File: src/rtl/mmd_pkg.sv
package mmd_pkg;
  localparam int SEL_COUNT     = 18;
  localparam int SEL_WRAM_FIX  = 0;
  localparam int SEL_WRAM_BANK = 1;
  localparam int SEL_ZOOM1     = 2;
  localparam int SEL_ZOOM1_ROM = 3;
  localparam int SEL_PALETTE   = 4;
  localparam int SEL_SPR_CTRL  = 5;
  localparam int SEL_SPR_RAM   = 6;
  localparam int SEL_ZOOM2     = 7;
  localparam int SEL_ZOOM2_ROM = 8;
  localparam int SEL_SND_LATCH = 9;
  localparam int SEL_SND_IRQ   = 10;
  localparam int SEL_BANK_REG  = 11;
  localparam int SEL_VCTL_REG  = 12;
  localparam int SEL_AN_SEL    = 13;
  localparam int SEL_DIN       = 14;
  localparam int SEL_AN_DATA   = 15;
  localparam int SEL_ROM_BANK  = 16;
  localparam int SEL_ROM_FIX   = 17;

  localparam int ZOOM_COUNT = 2;

  typedef logic [SEL_COUNT-1:0] sel_vec_t;
endpackage

File: src/rtl/mmd_ctrl_regs.sv
module mmd_ctrl_regs #(
  parameter int          ADDR_W        = 16,
  parameter int          PAGE_BITS     = 5,
  parameter int          PAGE_COUNT    = 20,
  parameter logic [15:0] BANK_REG_ADDR = 16'h3002,
  parameter logic [15:0] VCTL_REG_ADDR = 16'h3003
) (
  input  logic                 clk,
  input  logic                 rst_n,
  input  logic                 bus_valid,
  input  logic                 bus_we,
  input  logic [ADDR_W-1:0]    bus_addr,
  input  logic [PAGE_BITS-1:0] page_field,
  input  logic                 win_field,
  input  logic [1:0]           coin_field,
  input  logic                 romrd_field,
  output logic [PAGE_BITS-1:0] page_q,
  output logic                 win_periph_q,
  output logic                 zoom_romrd_q,
  output logic [1:0]           coin_q
);
  localparam logic [PAGE_BITS:0] PAGE_LIMIT = (PAGE_BITS+1)'(PAGE_COUNT);

  logic bank_wr, vctl_wr, page_ok;

  assign bank_wr = bus_valid && bus_we && (bus_addr == ADDR_W'(BANK_REG_ADDR));
  assign vctl_wr = bus_valid && bus_we && (bus_addr == ADDR_W'(VCTL_REG_ADDR));
  assign page_ok = ({1'b0, page_field} < PAGE_LIMIT);

  always_ff @(posedge clk) begin
    if (!rst_n) begin
      page_q       <= '0;
      win_periph_q <= 1'b0;
    end else if (bank_wr) begin
      win_periph_q <= win_field;
      if (page_ok) page_q <= page_field;
    end
  end

  always_ff @(posedge clk) begin
    if (!rst_n) begin
      zoom_romrd_q <= 1'b0;
      coin_q       <= 2'b00;
    end else if (vctl_wr) begin
      zoom_romrd_q <= romrd_field;
      coin_q       <= coin_field;
    end
  end
endmodule

File: src/rtl/mmd_region_decode.sv
module mmd_region_decode
  import mmd_pkg::*;
(
  input  logic        bus_valid,
  input  logic        bus_we,
  input  logic [15:0] bus_addr,
  input  logic        win_periph,
  input  logic        zoom_romrd,
  output sel_vec_t    sel
);
  localparam int ZOOM_NORM_IDX [ZOOM_COUNT] = '{SEL_ZOOM1, SEL_ZOOM2};
  localparam int ZOOM_ROM_IDX  [ZOOM_COUNT] = '{SEL_ZOOM1_ROM, SEL_ZOOM2_ROM};

  sel_vec_t              base_sel;
  logic [ZOOM_COUNT-1:0] zoom_hit;
  logic [ZOOM_COUNT-1:0] zoom_norm;
  logic [ZOOM_COUNT-1:0] zoom_rom;

  always_comb begin
    base_sel = '0;
    zoom_hit = '0;
    if (bus_valid) begin
      if (bus_addr < 16'h1000) begin
        base_sel[SEL_WRAM_FIX] = 1'b1;
      end else if (bus_addr < 16'h2000) begin
        if (!win_periph)              base_sel[SEL_WRAM_BANK] = 1'b1;
        else if (bus_addr < 16'h1800) zoom_hit[0] = 1'b1;
        else                          base_sel[SEL_PALETTE] = 1'b1;
      end else if (bus_addr <= 16'h2007) begin
        base_sel[SEL_SPR_CTRL] = 1'b1;
      end else if (bus_addr >= 16'h2400 && bus_addr < 16'h2800) begin
        base_sel[SEL_SPR_RAM] = 1'b1;
      end else if (bus_addr >= 16'h2800 && bus_addr < 16'h3000) begin
        zoom_hit[1] = 1'b1;
      end else if (bus_addr < 16'h4000) begin
        unique case (bus_addr)
          16'h3000: base_sel[SEL_SND_LATCH] = bus_we;
          16'h3001: base_sel[SEL_SND_IRQ]   = bus_we;
          16'h3002: base_sel[SEL_BANK_REG]  = bus_we;
          16'h3003: base_sel[SEL_VCTL_REG]  = bus_we;
          16'h3700: base_sel[SEL_AN_SEL]    = bus_we;
          16'h3701: base_sel[SEL_DIN]       = !bus_we;
          16'h3702: begin
            base_sel[SEL_AN_SEL]  = bus_we;
            base_sel[SEL_AN_DATA] = !bus_we;
          end
          default: ;
        endcase
      end else if (bus_addr < 16'h8000) begin
        base_sel[SEL_ROM_BANK] = !bus_we;
      end else begin
        base_sel[SEL_ROM_FIX] = !bus_we;
      end
    end
  end

  for (genvar g = 0; g < ZOOM_COUNT; g++) begin : g_zoom
    assign zoom_norm[g] = zoom_hit[g] & (bus_we | ~zoom_romrd);
    assign zoom_rom[g]  = zoom_hit[g] & ~bus_we & zoom_romrd;
  end

  always_comb begin
    sel = base_sel;
    for (int z = 0; z < ZOOM_COUNT; z++) begin
      sel[ZOOM_NORM_IDX[z]] = zoom_norm[z];
      sel[ZOOM_ROM_IDX[z]]  = zoom_rom[z];
    end
  end
endmodule

File: src/rtl/mmd_rom_addr.sv
module mmd_rom_addr #(
  parameter int                  PAGE_BITS  = 5,
  parameter int                  SPAN_BITS  = 14,
  parameter int                  ROM_ADDR_W = 19,
  parameter logic [ROM_ADDR_W-1:0] FIX_BASE = 19'h48000
) (
  input  logic [PAGE_BITS-1:0]  page,
  input  logic [14:0]           addr_lo,
  input  logic                  use_bank,
  input  logic                  use_fix,
  output logic [ROM_ADDR_W-1:0] rom_addr
);
  logic [ROM_ADDR_W-1:0] bank_addr, fix_addr;

  assign bank_addr = ROM_ADDR_W'({page, addr_lo[SPAN_BITS-1:0]});
  assign fix_addr  = FIX_BASE + ROM_ADDR_W'(addr_lo);

  always_comb begin
    if (use_bank)     rom_addr = bank_addr;
    else if (use_fix) rom_addr = fix_addr;
    else              rom_addr = '0;
  end
endmodule

File: src/rtl/memmap_bank_decoder.sv
module memmap_bank_decoder
  import mmd_pkg::*;
#(
  parameter int PAGE_BITS  = 5,
  parameter int PAGE_COUNT = 20,
  parameter int ROM_ADDR_W = 19
) (
  input  logic                  clk,
  input  logic                  rst_n,
  input  logic                  bus_valid,
  input  logic                  bus_we,
  input  logic [15:0]           bus_addr,
  input  logic [7:0]            bus_wdata,
  output logic [17:0]           dev_sel,
  output logic                  rd_strobe,
  output logic                  wr_strobe,
  output logic [ROM_ADDR_W-1:0] rom_addr,
  output logic                  open_bus_en,
  output logic [7:0]            open_bus_data,
  output logic [1:0]            coin_cnt
);
  localparam int WIN_BIT   = 5;
  localparam int ROMRD_BIT = 4;

  logic [PAGE_BITS-1:0] bank_page;
  logic                 win_periph;
  logic                 zoom_romrd;
  sel_vec_t             sel;
  logic                 any_sel;
  logic                 unused_wdata;

  assign unused_wdata = ^{bus_wdata[7:6], bus_wdata[3:2]};

  mmd_ctrl_regs #(
    .ADDR_W    (16),
    .PAGE_BITS (PAGE_BITS),
    .PAGE_COUNT(PAGE_COUNT)
  ) u_regs (
    .clk         (clk),
    .rst_n       (rst_n),
    .bus_valid   (bus_valid),
    .bus_we      (bus_we),
    .bus_addr    (bus_addr),
    .page_field  (bus_wdata[PAGE_BITS-1:0]),
    .win_field   (bus_wdata[WIN_BIT]),
    .coin_field  (bus_wdata[1:0]),
    .romrd_field (bus_wdata[ROMRD_BIT]),
    .page_q      (bank_page),
    .win_periph_q(win_periph),
    .zoom_romrd_q(zoom_romrd),
    .coin_q      (coin_cnt)
  );

  mmd_region_decode u_dec (
    .bus_valid (bus_valid),
    .bus_we    (bus_we),
    .bus_addr  (bus_addr),
    .win_periph(win_periph),
    .zoom_romrd(zoom_romrd),
    .sel       (sel)
  );

  mmd_rom_addr #(
    .PAGE_BITS (PAGE_BITS),
    .SPAN_BITS (14),
    .ROM_ADDR_W(ROM_ADDR_W)
  ) u_rom (
    .page    (bank_page),
    .addr_lo (bus_addr[14:0]),
    .use_bank(sel[SEL_ROM_BANK]),
    .use_fix (sel[SEL_ROM_FIX]),
    .rom_addr(rom_addr)
  );

  assign dev_sel       = sel;
  assign any_sel       = |sel;
  assign rd_strobe     = any_sel & ~bus_we;
  assign wr_strobe     = any_sel & bus_we;
  assign open_bus_en   = bus_valid & ~bus_we & ~any_sel;
  assign open_bus_data = open_bus_en ? 8'hFF : 8'h00;
endmodule

File: config.mk
export PLATFORM = sky130hd
export DESIGN_NAME = memmap_bank_decoder
export DESIGN_NICKNAME = d
export VERILOG_FILES = /design/src/rtl/mmd_pkg.sv /design/src/rtl/mmd_ctrl_regs.sv /design/src/rtl/mmd_region_decode.sv /design/src/rtl/mmd_rom_addr.sv /design/src/rtl/memmap_bank_decoder.sv
export SDC_FILE = /design/constraint.sdc
export NUM_CORES = 1
export LEC_CHECK = 0
export ABC_AREA = 1
export BUFFER_PORTS_ARGS = -buffer_cell sky130_fd_sc_hd__buf_2
export CAP_MARGIN = 0
export CORE_MARGIN = 5
export CORE_UTILIZATION = 37
export DETAILED_ROUTE_END_ITERATION = 8
export HOLD_SLACK_MARGIN = 0.15
export PLACE_DENSITY_LB_ADDON = 0.2
export SYNTH_ARGS = -nofsm -noshare
export SYNTH_HDL_FRONTEND = slang
export SYNTH_SLANG_ARGS = --single-unit
File: constraint.sdc
create_clock -name clk -period 1.56 [get_ports clk]
set_input_delay 0.078 -clock clk [delete_from_list [all_inputs] [get_ports clk]]
set_output_delay 0.078 -clock clk [all_outputs]
set_load 0.01 [all_outputs]
==> reports/qor.csv <==
stage,metric,value,unit
clock_network,Root Buffer,clkbuf_4,
synth,Synth Cell Area,1070,um2
placed_design,gp weighted congestion,0.878,
setup_path,Worst path max stage delay,0.36,ns
setup_path,critical-path maximum fanout,5,
synth,YS warnings,0,
hold_path,Worst Hold Class,in -> reg,
synth,sequential share of the synthesized area,0.168,
clock_network,CTS max path bufs,2,
sta,Hold WS,0.398,ns
synth,Post-Synth Simple-Gate Area,0.500,
route,metal2 WL,1.65,mm
route,via count,1481,
die,Starting Density,0.388,
synth,Synth Area per Inst,5.36,um2
clock_network,CTS tree,built,
route,post-route ant nets,0,
cells_and_area,P&R area growth vs syn,59.1,%
synth,largest family of logic cells by synthesized area,simple AND/OR/NAND/NOR gates,
grt,largest net degree at the start of global routing,15,
placed_design,DP Area,1460,um2
die,I/O pin total,78,
sta,f_max,0.599,GHz
synth,synth unique cells,21,
sta,Final Hold Viols,0,
setup_path,WP buf/inv,3,
cells_and_area,final net count,318,
route,First DRT Iteration DRCs,51,
setup_path,Worst Setup Start Kind,flip-flop,
synth,largest cells by area after synthesis,"dfxtp_1, inv_1, nor2_1",
cells_and_area,filler cell count,270,
clock_network,"Reg clk slew, reported paths",0.07,ns
cells_and_area,# diodes,0,
job,Max-Cap Viols,0,
sta,min Tclk post-route,1.67,ns
synth,top post-synthesis cells by count,"inv_1, nor2_1, nand2_1",
route,Routed met3 length,322,um
synth,mux contribution to synthesized area,0,
die,die width,63.8,um
placed_design,post-DP HPWL,2.69,mm
clock_network,H-Tree Depth,1,
power,PD cells,383,nW/um2
synth,ys async rst share,0,
run_status,outcome,"finished, violations left",
route,post-DR vias/cell,4.63,
sta,final worst-path cycle share,1.07,
grt,total track usage,0.162,
route,DRT met1 WL,1.35,mm
grt,initial antenna violation count,0,
setup_path,WP data arrival,1.59,ns
route,First-pass DRT Iterations,4,
placed_design,Inst Count DP,301,
setup_path,Most common cell on crit path,nand3_2,
die,core area,2760,um2
grt,number of global-route vias before repair,1422,
grt,"Remaining Overflow, GRT",0,
run_status,failing checks,negative setup slack,
synth,Post-Synthesis Cells,200,
synth,Synth Register Bits,9,
power,Final Power,653,uW
route,drt drc,0,
setup_path,Slowest cell on crit path,dfxtp_4,
setup_path,Worst EP required,1.48,ns
grt,first-pass GRT wire length,5.59,mm
synth,post-synth top area share,0.168,
die,total die area,4070,um2
sta,fin worst setup slack,-0.108,ns
sta,pins over their slew limit,0,
synth,XOR/XNOR share of the synthesized area,0,
setup_path,crit-path cells,nand2_4 > inv_2 > nand3_2 > nand4_1 > nor2_1 > nand3_2 > nor3_4 > buf_6 > buf_2,
die,Die Y,63.8,um
setup_path,family with the most delay on the worst path,simple AND/OR/NAND/NOR gates,
sta,clock skew,0,ns
synth,"EDFF count, synth",0,
clock_network,CTS Buf Count,3,
cells_and_area,FF/Latch Area,184,um2
sta,Setup Viol. Count Final,9,
power,Leakage,1.02,nW
cells_and_area,"non-filler cells, final",320,
clock_network,Sink Count,9,
placed_design,Post-Place Setup Slack,0.00302,ns
power,maximum vdd drop,0.377,mV
sta,RSZ-0062 raised after global routing,true,
setup_path,CP Capture Type,output port,
route,Max Used Layer,met4,
synth,Synth Flop Type,dfxtp_1,
synth,Yosys top cell by area,dfxtp_1,
synth,top-count cell post-synth,inv_1,
cells_and_area,fin area,1700,um2
synth,adder-cell share of the synthesized area,0,
route,drt wl/cell,10.5,um
clock_network,worst skew pair latency,0.27,ns
sta,Rel. slew slack,0.752,
cells_and_area,multi-input logic area,682,um2
placed_design,IO Port Bufs,75,
synth,net count after synthesis,228,
setup_path,Crit Path Class,reg -> out,
sta,worst-margin pin slew,0.367,ns
die,site row count,19,
route,final wirelength,3.37,mm
synth,Synth Area in Compound Gates,0.0888,
cells_and_area,share of cells above drive strength 1,0.412,
## final timing paths
check	start	depth (start not counted)	to	slack [ns]
hold reg to reg	u_regs.coin_q[0]	2	u_regs.coin_q[0]	0.45
setup reg to reg	u_regs.win_periph_q	3	u_regs.win_periph_q	0.35
hold / removal	bus_addr[13]	5	u_regs.coin_q[0]	0.40
setup / recovery	u_regs.win_periph_q	9	open_bus_data[5]	-0.11
## kinds of logic (layout without fill, tap and decap cells)
group / Yosys count / after routing
DFF: 9 / 9
and+or+nand+nor: 114 / 114
AOI/OAI and AO/OA: 19 / 19
buffers and inverters: 58 / 147
## layout make-up
cell class / instances / share of cell area
multi-input cells: 133 / 0.400
repair buffers: 96 / 0.347
flip-flops and latches: 9 / 0.108
inverters: 47 / 0.106
well taps: 31 / 0.0228
clock buffers: 4 / 0.0154
## cells in the final DEF (no fill, tap or decap), types with 3 or more instances in the layout
master / instances
dfxtp_1: 8
nand4_1: 6
nand3_1: 8
dlygate4sd3_1: 8
clkbuf_4: 3
nand3_2: 4
nor3_2: 3
buf_2: 70
nor2_4: 3
o21ai_0: 7
nor2_2: 9
nor2_1: 41
buf_4: 11
inv_1: 45
a21oi_1: 10
nand2_2: 3
nand2_1: 29
buf_6: 7
## per-stage QoR
stage               setup TNS, ns  utilization
floorplan                       0            -
global placement                0        0.528
detailed placement              0        0.528
CTS                         -1.05        0.582
global route                -2.34        0.618
finish                     -0.895        0.618
## where the power goes
group	switching [mW]	internal (mW)
logic	0.132	0.105
registers	0.000000735	0.228
clock network	0.0892	0.0989
total	0.221	0.432
## per-layer routing
layer	global-route usage	vias up
met5	0	-
met1	0.179	641
met3	0.0315	5
li1	-	778
met4	0.0753	0
met2	0.294	57
## worst reg2reg max path, cell delays in order, from the launching register on
cell	delay, ns
dfxtp_4	0.36
o21ai_0	0.15
nor2_1	0.05
dlygate4sd3_1	0.54
## repair_timing
item	in CTS	in global routing
setup endpoints to repair	11	12
cloned	1	0
gates resized for setup	6	18
buffers inserted	3	3
hold buffers	8	0
pin swaps	0	6
endpoints found under the hold margin	9	0
## flip-flops by register name, indices dropped and copies added (netlist names)
| signal | cells |
|---|---|
| u_regs.win_periph_q | 1 |
| u_regs.page_q | 5 |
| u_regs.coin_q | 2 |
| u_regs.zoom_romrd_q | 1 |
(Power assumes the default switching activity.)
